$ cat src/rtl/unlock_seq_pkg.sv
package unlock_seq_pkg;
  typedef enum logic [1:0] {
    SEQ_STEP0 = 2'd0,
    SEQ_STEP1 = 2'd1,
    SEQ_STEP2 = 2'd2,
    SEQ_OPEN  = 2'd3
  } seqState_e;

  typedef struct packed {
    logic issue;   // hand the current write to the loader
    logic store;   // store data (1) or timer only (0)
  } ctlStrobes_t;
endpackage

$ cat src/rtl/unlock_seq_datapath.sv
module unlock_seq_datapath
  import unlock_seq_pkg::*;
#(
  parameter int ADDR_W     = 17,
  parameter int DATA_W     = 8,
  parameter int GLITCH_CYC = 2,
  parameter int PWRUP_CYC  = 625000,
  parameter logic [2:0][ADDR_W-1:0] CMD_ADDR = {17'h05555, 17'h02AAA, 17'h05555},
  parameter logic [2:0][DATA_W-1:0] CMD_DATA = {8'hA0, 8'h55, 8'hAA}
) (
  input  logic              clk,
  input  logic              rstN,
  input  logic              supplyGood,
  input  logic              ceN,
  input  logic              weN,
  input  logic              oeN,
  input  logic [ADDR_W-1:0] addr,
  input  logic [DATA_W-1:0] data,
  input  ctlStrobes_t       ctl,
  output logic              relEvt,
  output logic [2:0]        cmdHit,
  output logic              ready,
  output logic              loadStrobe,
  output logic              loadStore,
  output logic [ADDR_W-1:0] evtAddr,
  output logic [DATA_W-1:0] evtData
);
  localparam int PW_W = $clog2(GLITCH_CYC + 1);
  localparam int PU_W = $clog2(PWRUP_CYC + 1);
  localparam logic [PW_W-1:0] PW_MAX = PW_W'(GLITCH_CYC);
  localparam logic [PU_W-1:0] PU_MAX = PU_W'(PWRUP_CYC);

  logic              strobeOn;
  logic              strobeOk;
  logic [PW_W-1:0]   pulseCnt;
  logic [PU_W-1:0]   pwrCnt;
  logic [ADDR_W-1:0] capAddr;
  logic [DATA_W-1:0] capData;

  assign strobeOn = !ceN && !weN;
  assign strobeOk = strobeOn && oeN;

  // Pulse-width filter: counts consecutive good strobe cycles, saturating.
  always_ff @(posedge clk) begin
    if (!rstN) begin
      pulseCnt <= '0;
    end else if (strobeOk) begin
      if (pulseCnt != PW_MAX) pulseCnt <= pulseCnt + 1'b1;
    end else begin
      pulseCnt <= '0;
    end
  end

  // Address and data of the most recent good strobe cycle.
  always_ff @(posedge clk) begin
    if (!rstN) begin
      capAddr <= '0;
      capData <= '0;
    end else if (strobeOk) begin
      capAddr <= addr;
      capData <= data;
    end
  end

  // Power-up hold-off counter.
  always_ff @(posedge clk) begin
    if (!rstN || !supplyGood) begin
      pwrCnt <= '0;
    end else if (pwrCnt != PU_MAX) begin
      pwrCnt <= pwrCnt + 1'b1;
    end
  end

  assign ready  = (pwrCnt == PU_MAX);
  assign relEvt = ready && !strobeOn && (pulseCnt == PW_MAX);

  generate
    for (genvar k = 0; k < 3; k++) begin : g_cmdMatch
      assign cmdHit[k] = (capAddr == CMD_ADDR[k]) && (capData == CMD_DATA[k]);
    end
  endgenerate

  always_ff @(posedge clk) begin
    if (!rstN) begin
      loadStrobe <= 1'b0;
      loadStore  <= 1'b0;
      evtAddr    <= '0;
      evtData    <= '0;
    end else begin
      loadStrobe <= ctl.issue;
      loadStore  <= ctl.issue && ctl.store;
      if (ctl.issue) begin
        evtAddr <= capAddr;
        evtData <= capData;
      end
    end
  end

  AST_STROBE_ONE_CYCLE: assert property (@(posedge clk) disable iff (!rstN)
    loadStrobe |=> !loadStrobe);
  AST_SUPPLY_DROP_HOLDS: assert property (@(posedge clk) disable iff (!rstN)
    !supplyGood |=> !ready);
  AST_NO_WRITE_IN_HOLDOFF: assert property (@(posedge clk) disable iff (!rstN)
    !ready |=> !loadStrobe);
endmodule

$ cat src/rtl/unlock_seq_control.sv
module unlock_seq_control
  import unlock_seq_pkg::*;
(
  input  logic        clk,
  input  logic        rstN,
  input  logic        relEvt,
  input  logic [2:0]  cmdHit,
  input  logic        ready,
  input  logic        loadCommit,
  output ctlStrobes_t ctl,
  output logic        unlocked
);
  seqState_e state, nextState;

  always_comb begin
    nextState = state;
    ctl       = '0;
    if (!ready) begin
      nextState = SEQ_STEP0;
    end else begin
      if (relEvt) begin
        unique case (state)
          SEQ_STEP0: begin
            if (cmdHit[0]) nextState = SEQ_STEP1;
            else           ctl.issue = 1'b1;
          end
          SEQ_STEP1: begin
            if (cmdHit[1]) nextState = SEQ_STEP2;
            else begin
              ctl.issue = 1'b1;
              nextState = SEQ_STEP0;
            end
          end
          SEQ_STEP2: begin
            if (cmdHit[2]) nextState = SEQ_OPEN;
            else begin
              ctl.issue = 1'b1;
              nextState = SEQ_STEP0;
            end
          end
          SEQ_OPEN: begin
            ctl.issue = 1'b1;
            ctl.store = 1'b1;
          end
          default: nextState = SEQ_STEP0;
        endcase
      end
      if (state == SEQ_OPEN && loadCommit) nextState = SEQ_STEP0;
    end
  end

  always_ff @(posedge clk) begin
    if (!rstN) state <= SEQ_STEP0;
    else       state <= nextState;
  end

  assign unlocked = (state == SEQ_OPEN);

  AST_OPEN_NEEDS_THIRD: assert property (@(posedge clk) disable iff (!rstN)
    $rose(unlocked) |-> $past(relEvt && cmdHit[2] && ready));
  AST_RELOCK_CAUSE: assert property (@(posedge clk) disable iff (!rstN)
    $fell(unlocked) |-> $past(loadCommit || !ready));
  AST_STORE_ONLY_OPEN: assert property (@(posedge clk) disable iff (!rstN)
    ctl.store |-> (unlocked && ctl.issue));
endmodule

$ cat src/rtl/unlock_seq_detector.sv
module unlock_seq_detector
  import unlock_seq_pkg::*;
#(
  parameter int ADDR_W     = 17,
  parameter int DATA_W     = 8,
  parameter int GLITCH_CYC = 2,
  parameter int PWRUP_CYC  = 625000,
  parameter logic [2:0][ADDR_W-1:0] CMD_ADDR = {17'h05555, 17'h02AAA, 17'h05555},
  parameter logic [2:0][DATA_W-1:0] CMD_DATA = {8'hA0, 8'h55, 8'hAA}
) (
  input  logic              clk,
  input  logic              rstN,
  input  logic              supplyGood,
  input  logic              ceN,
  input  logic              weN,
  input  logic              oeN,
  input  logic [ADDR_W-1:0] addr,
  input  logic [DATA_W-1:0] data,
  input  logic              loadCommit,
  output logic              unlocked,
  output logic              loadStrobe,
  output logic              loadStore,
  output logic [ADDR_W-1:0] evtAddr,
  output logic [DATA_W-1:0] evtData
);
  ctlStrobes_t ctl;
  logic        relEvt;
  logic [2:0]  cmdHit;
  logic        ready;

  unlock_seq_datapath #(
    .ADDR_W(ADDR_W), .DATA_W(DATA_W), .GLITCH_CYC(GLITCH_CYC),
    .PWRUP_CYC(PWRUP_CYC), .CMD_ADDR(CMD_ADDR), .CMD_DATA(CMD_DATA)
  ) u_datapath (
    .clk(clk), .rstN(rstN), .supplyGood(supplyGood),
    .ceN(ceN), .weN(weN), .oeN(oeN), .addr(addr), .data(data),
    .ctl(ctl), .relEvt(relEvt), .cmdHit(cmdHit), .ready(ready),
    .loadStrobe(loadStrobe), .loadStore(loadStore),
    .evtAddr(evtAddr), .evtData(evtData)
  );

  unlock_seq_control u_control (
    .clk(clk), .rstN(rstN), .relEvt(relEvt), .cmdHit(cmdHit),
    .ready(ready), .loadCommit(loadCommit), .ctl(ctl), .unlocked(unlocked)
  );
endmodule

$ cat config.mk
export PLATFORM = sky130hd
export DESIGN_NAME = unlock_seq_detector
export DESIGN_NICKNAME = d
export VERILOG_FILES = /design/src/rtl/unlock_seq_pkg.sv /design/src/rtl/unlock_seq_datapath.sv /design/src/rtl/unlock_seq_control.sv /design/src/rtl/unlock_seq_detector.sv
export SDC_FILE = /design/constraint.sdc
export NUM_CORES = 1
export LEC_CHECK = 0
export BUFFER_PORTS_ARGS = -buffer_cell sky130_fd_sc_hd__buf_4
export CAP_MARGIN = 40
export CORE_ASPECT_RATIO = 0.75
export CORE_MARGIN = 2
export CORE_UTILIZATION = 40
export DETAILED_ROUTE_END_ITERATION = 10
export RECOVER_POWER = 50
export SLEW_MARGIN = 20
export SYNTH_ARGS = -nofsm -noshare
export SYNTH_HDL_FRONTEND = slang
export SYNTH_HIERARCHICAL = 1
export SYNTH_SLANG_ARGS = --single-unit
$ cat constraint.sdc
create_clock -name clk -period 2.9 [get_ports clk]
set_input_delay 0.58 -clock clk [delete_from_list [all_inputs] [get_ports clk]]
set_output_delay 0.58 -clock clk [all_outputs]
set_load 0.005 [all_outputs]
== Yosys cells after proc, flatten, opt, wreduce, memory -nomap -nowiden ==
Cells that the tools add are included.

* Bits in registers: 76
* Input port bits: 32
* Logic and storage cells: 57

* Equal/unequal tests: 13
* Bitwise gates (word level): 2
* Muxes and demuxes: 11
* Reduce and logical (&&, ||, !) cells: 20
* $add $sub $neg: 2

{| class="wikitable"
|+ Operator list
! kind !! number
|-
| adder 20 x 1 -> 20 bit (second input constant) || 1
|-
| equality test 20 bit (second input constant) || 1
|-
| != test 20 bit (second input constant) || 1
|-
| equality test 17 x 14 -> 1 bit (second input constant) || 1
|-
| equality test 17 x 15 -> 1 bit (second input constant) || 1
|-
| equality test 8 bit (second input constant) || 2
|-
| two-way mux 2 bit || 5
|-
| logical AND 1 bit || 9
|-
| equality test 8 x 7 -> 1 bit (second input constant) || 1
|-
| equality test 2 bit (second input constant) || 3
|-
| one-hot mux 2 bit (3 select lines) || 1
|-
| logical NOT 1 bit || 5
|-
| two-way mux 1 bit || 4
|-
| != test 2 bit (second input constant) || 2
|-
| one-hot mux 1 bit (4 select lines) || 1
|-
| AND reduction 3 bit || 1
|-
| nonzero test 3 bit || 1
|-
| OR reduction 3 bit || 1
|-
| adder 2 x 1 -> 2 bit (second input constant) || 1
|-
| equality test 2 x 1 -> 1 bit (second input constant) || 1
|-
| logical NOT 2 bit || 1
|-
| inverter 1 bit || 2
|-
| AND reduction 2 bit || 1
|-
| logical OR 1 bit || 1
|}

== Logic depth before layout (Yosys ltp) ==
* Depth after elaboration: 8
* Depth in mapped cells: 10

== By module ==
The synthesis kept the hierarchy.

{| class="wikitable"
|+ By module, submodules not included
! module !! area an instance (sq um) !! seq. area each (sq um) !! times used !! cells each
|-
| unlock_seq_datapath || 3190.6 || 1481.4 || 1 || 341
|-
| unlock_seq_control || 219.0 || 40.0 || 1 || 27
|}

== Worst setup path after synthesis ==
No wires, ideal clock.

* Path type: register -> register
* From: register u_datapath.pwrCnt[2]
* To: register u_datapath.evtAddr[0]
* Buffers on the path: 2
* Setup slack: 0.163 ns
* Library setup time: 0.116 ns
* Clock period less this slack: 2.737 ns
* Data required time: 2.784 ns
* Stages on the path, launching flop included: 10
* Data arrival time: 2.621 ns
* Cell sequence: dfxtp_1 -> nor4b_1 -> nand4_1 -> nor4b_1 -> nand2_1 -> a221oi_1 -> clkbuf_1 -> buf_2 -> mux2i_1 -> nor2b_1

{| class="wikitable"
|+ RTL lines
! element !! RTL line !! RTL
|-
| from (decl) || unlock_seq_datapath.sv:36 || <nowiki>logic [PU_W-1:0] pwrCnt;</nowiki>
|-
| from (signal assigned) || unlock_seq_datapath.sv:70 || <nowiki>pwrCnt <= pwrCnt + 1'b1;</nowiki>
|-
| to (signal assigned) || unlock_seq_datapath.sv:93 || <nowiki>evtAddr <= capAddr;</nowiki>
|-
| to (decl) || unlock_seq_datapath.sv:25 || <nowiki>output logic [ADDR_W-1:0] evtAddr,</nowiki>
|}

==> flow_metrics.py <==
metrics = {
    "setup_path": {
        "max_stage_delay_ns": 0.46,
        "crit_type": "flip-flop to flip-flop",
        "cp-end-kind": "flip-flop",
        "crit_chain": "and4bb_2 > nand4_1 > nor4b_1 > nand2_1 > a221oi_4 > buf_12 > mux2i_1 > nor2b_1",
        "cpMaxStageDelayCell": "dfxtp_1",
        "start_kind": "flip-flop",
        "cp.required_ns": 3.12,
        "path_max_fanout": 20,
        "arrival_ns": 2.76,
    },
    "detailed_routing": {
        "drcViolationCount": 0,
        "vias_per_cell": 5.07,
        "routed_wl_um": 8110,
        "drtPass1Iterations": 6,
        "vias": 2751,
        "routedWlPerCell_um": 14.9,
        "drtIter0Drc": 82,
        "final_antenna_net_count": 0,
    },
    "finish": {
        "nets": 469,
        "finalInstanceArea_um2": 4320,
        "drive_above_1_share_pct": 20.2,
        "diodes": 0,
        "area_growth_syn_to_layout_pct": 26.8,
    },
    "clock_tree": {
        "clkTransAtPathRegs_ns": 0.06,
        "holdBufCountCts": 0,
        "clock_latency_ns": 0.33,
        "cts_tree": "yes",
        "cts_num_sinks": 76,
        "cts_resized": 0,
        "cts_root_buffer": "clkbuf_16",
        "cts_setup_buffers": 0,
        "clk_path_buf_depth": 2,
        "htreeDepth": 3,
        "numCtsBuffers": 9,
    },
    "timing": {
        "fin_crit_sh_pct": 87.5,
        "fin_crit_ns": 2.54,
        "worstMarginPinSlew_ns": 0.751,
        "finalHoldViolations": 0,
        "finClkSkew_ns": 0.00575,
        "fin_tns_setup_ns": 0,
        "slew_viol_final": 0,
        "max_freq_ghz": 0.394,
        "fin_hold_ws_ns": 0.493,
        "final.setup.worst_slack_ns": 0.361,
        "grt_setup_unrepaired": "false",
        "slew_headroom_pct": 50.0,
        "setup_violations": 0,
    },
    "yosys": {
        "synth_area_leaders": "dfxtp_1, mux2i_1, nand2_1, a21boi_0, nor2b_1",
        "syn-instance-count": 368,
        "yosysTopAreaCellShare_pct": 44.6,
        "synth_area_leader_cell": "dfxtp_1",
        "synth_cell_types": 42,
        "synth.cell_area_um2": 3410,
        "synth_ff_type": "dfxtp_1",
        "synth_nets": 407,
        "synth_edf_count": 0,
        "synth_area_per_cell_um2": 9.27,
        "ys_seq_area_share_pct": 44.6,
        "yosys_warnings": 6,
        "ys_seq_elements": 76,
        "synthArstFlopShare_pct": 0,
    },
    "pwr": {
        "cellLeakagePower_nw": 1.56,
        "power_density_nw_per_um2": 547,
        "finalPower_mw": 2.36,
        "ir_worst_vdd_mv": 0.420,
    },
    "floorplanning": {
        "rows": 29,
        "dieArea_um2": 9290,
        "io-pin-count": 60,
        "die_height_um": 84.0,
        "coreArea_um2": 8380,
        "start_util_pct": 40.7,
        "die_w_um": 111,
    },
    "global_route": {
        "grt_usage_pct": 18.1,
        "grt_pass1_vias": 2612,
        "grt_pass1_wl_um": 13300,
        "grt_start_max_net_pins": 60,
        "antenna_found_initial": 0,
        "overflow": 0,
    },
    "place": {
        "dpl_cell_area_um2": 4020,
        "numPortBuffers": 59,
        "dp_slack_ns": 0.418,
        "gp_congestion": 0.782,
        "dp_hpwl_um": 5630,
    },
    "hold_path": {
        "hold_class": "flip-flop to flip-flop",
    },
    "status": {
        "outcome": "finished clean",
    },
    "job": {
        "drv_cap": 0,
    },
}
==> worst paths after layout <==
path	from	endpoint	slack (ns)	depth (start not counted)
setup / recovery	u_datapath/pwrCnt[8]	u_datapath/evtData[2]	0.36	8
hold reg to reg	u_datapath/capAddr[13]	u_datapath/capAddr[13]	0.49	2
hold / removal	u_datapath/capAddr[13]	u_datapath/capAddr[13]	0.49	2
setup reg to reg	u_datapath/pwrCnt[8]	u_datapath/evtData[2]	0.36	8
==> metrics by stage <==
stage	utilization (%)	instances
2_1_floorplan	-	368
3_3_place_gp	47.8	526
3_5_place_dp	48.0	527
4_1_cts	51.8	543
5_1_grt	51.6	543
6_report	51.6	543
==> state kept, by name, summed over array words and instances, names as in the netlist <==
name and flops:
u_control/state 2, u_datapath/evtAddr 17, u_datapath/capAddr 17, u_datapath/evtData 8, u_datapath/pwrCnt 20, u_datapath/loadStrobe 1
u_datapath/loadStore 1, u_datapath/pulseCnt 2, u_datapath/capData 8
==> Yosys cell counts, drive strengths merged, types with 2 or more instances <==
master / count
o2111ai: 2
nor3b: 2
a21oi: 5
nor2: 25
nor4bb: 8
nand2: 61
ha: 7
xor2: 4
nand4b: 3
inv: 10
mux2i: 27
and2: 2
nor4: 5
xnor2: 8
buf: 2
dfxtp: 76
clkbuf: 14
nor4b: 4
nand4: 8
a21boi: 25
nor3: 9
nor2b: 28
and3: 4
o21ai: 4
nand3: 10
==> layout make-up <==
class                           instances  area, um^2
Timing Repair Buffer                   67         519
Sequential cell                        76        1520
Multi-Input combinational cell        266        1790
Clock inverter                          4        72.6
Fill cell                             793        4060
Tap cell                              108         135
Inverter                               10        37.5
Clock buffer                           12         246
==> layer usage <==
layer	wire [um]	GRT usage, %	vias to the layer above
met5	0	0	-
met4	97	6.25	0
met3	284	5.16	8
met2	3380	26.4	49
met1	4350	25.7	1287
li1	-	-	1407
==> cell families (layout without fill, tap and decap cells) <==
family,after synthesis,count (layout),synth area share (%)
adder cells (fa/ha/maj),7,7,2.57
multiplexers,27,27,7.93
AO/OA/AOI/OAI,45,45,9.69
buffers and inverters,26,93,2.94
AND/OR/NAND/NOR,175,175,29.2
XOR/XNOR,12,12,3.08
flip-flops,76,76,44.6
==> critical path: cells and delay by family, from the launching register on <==
| family | cells | cell delay [ns] |
|---|---|---|
| mux | 1 | 0.25 |
| compound gates | 1 | 0.27 |
| simple gates | 5 | 1.19 |
| buf+inv | 1 | 0.24 |
| flops | 1 | 0.46 |
==> cells in the final DEF, fill, tap and decap left out, types with 9 or more instances in the layout <==
cell	count
a21boi_0	25
inv_1	10
nand3_1	10
nor2b_1	28
dfxtp_1	76
mux2i_1	27
nor3_1	9
nand2_1	61
nor2_1	25
clkbuf_16	9
buf_4	36
clkbuf_4	28
==> report_power, final <==
part	switching, mW	internal, mW
Combinational	0.0436	0.0517
Clock	0.419	0.776
Sequential	0.0153	1.06
Total	0.478	1.88
No activity file was read; power rests on OpenSTA's default activity.
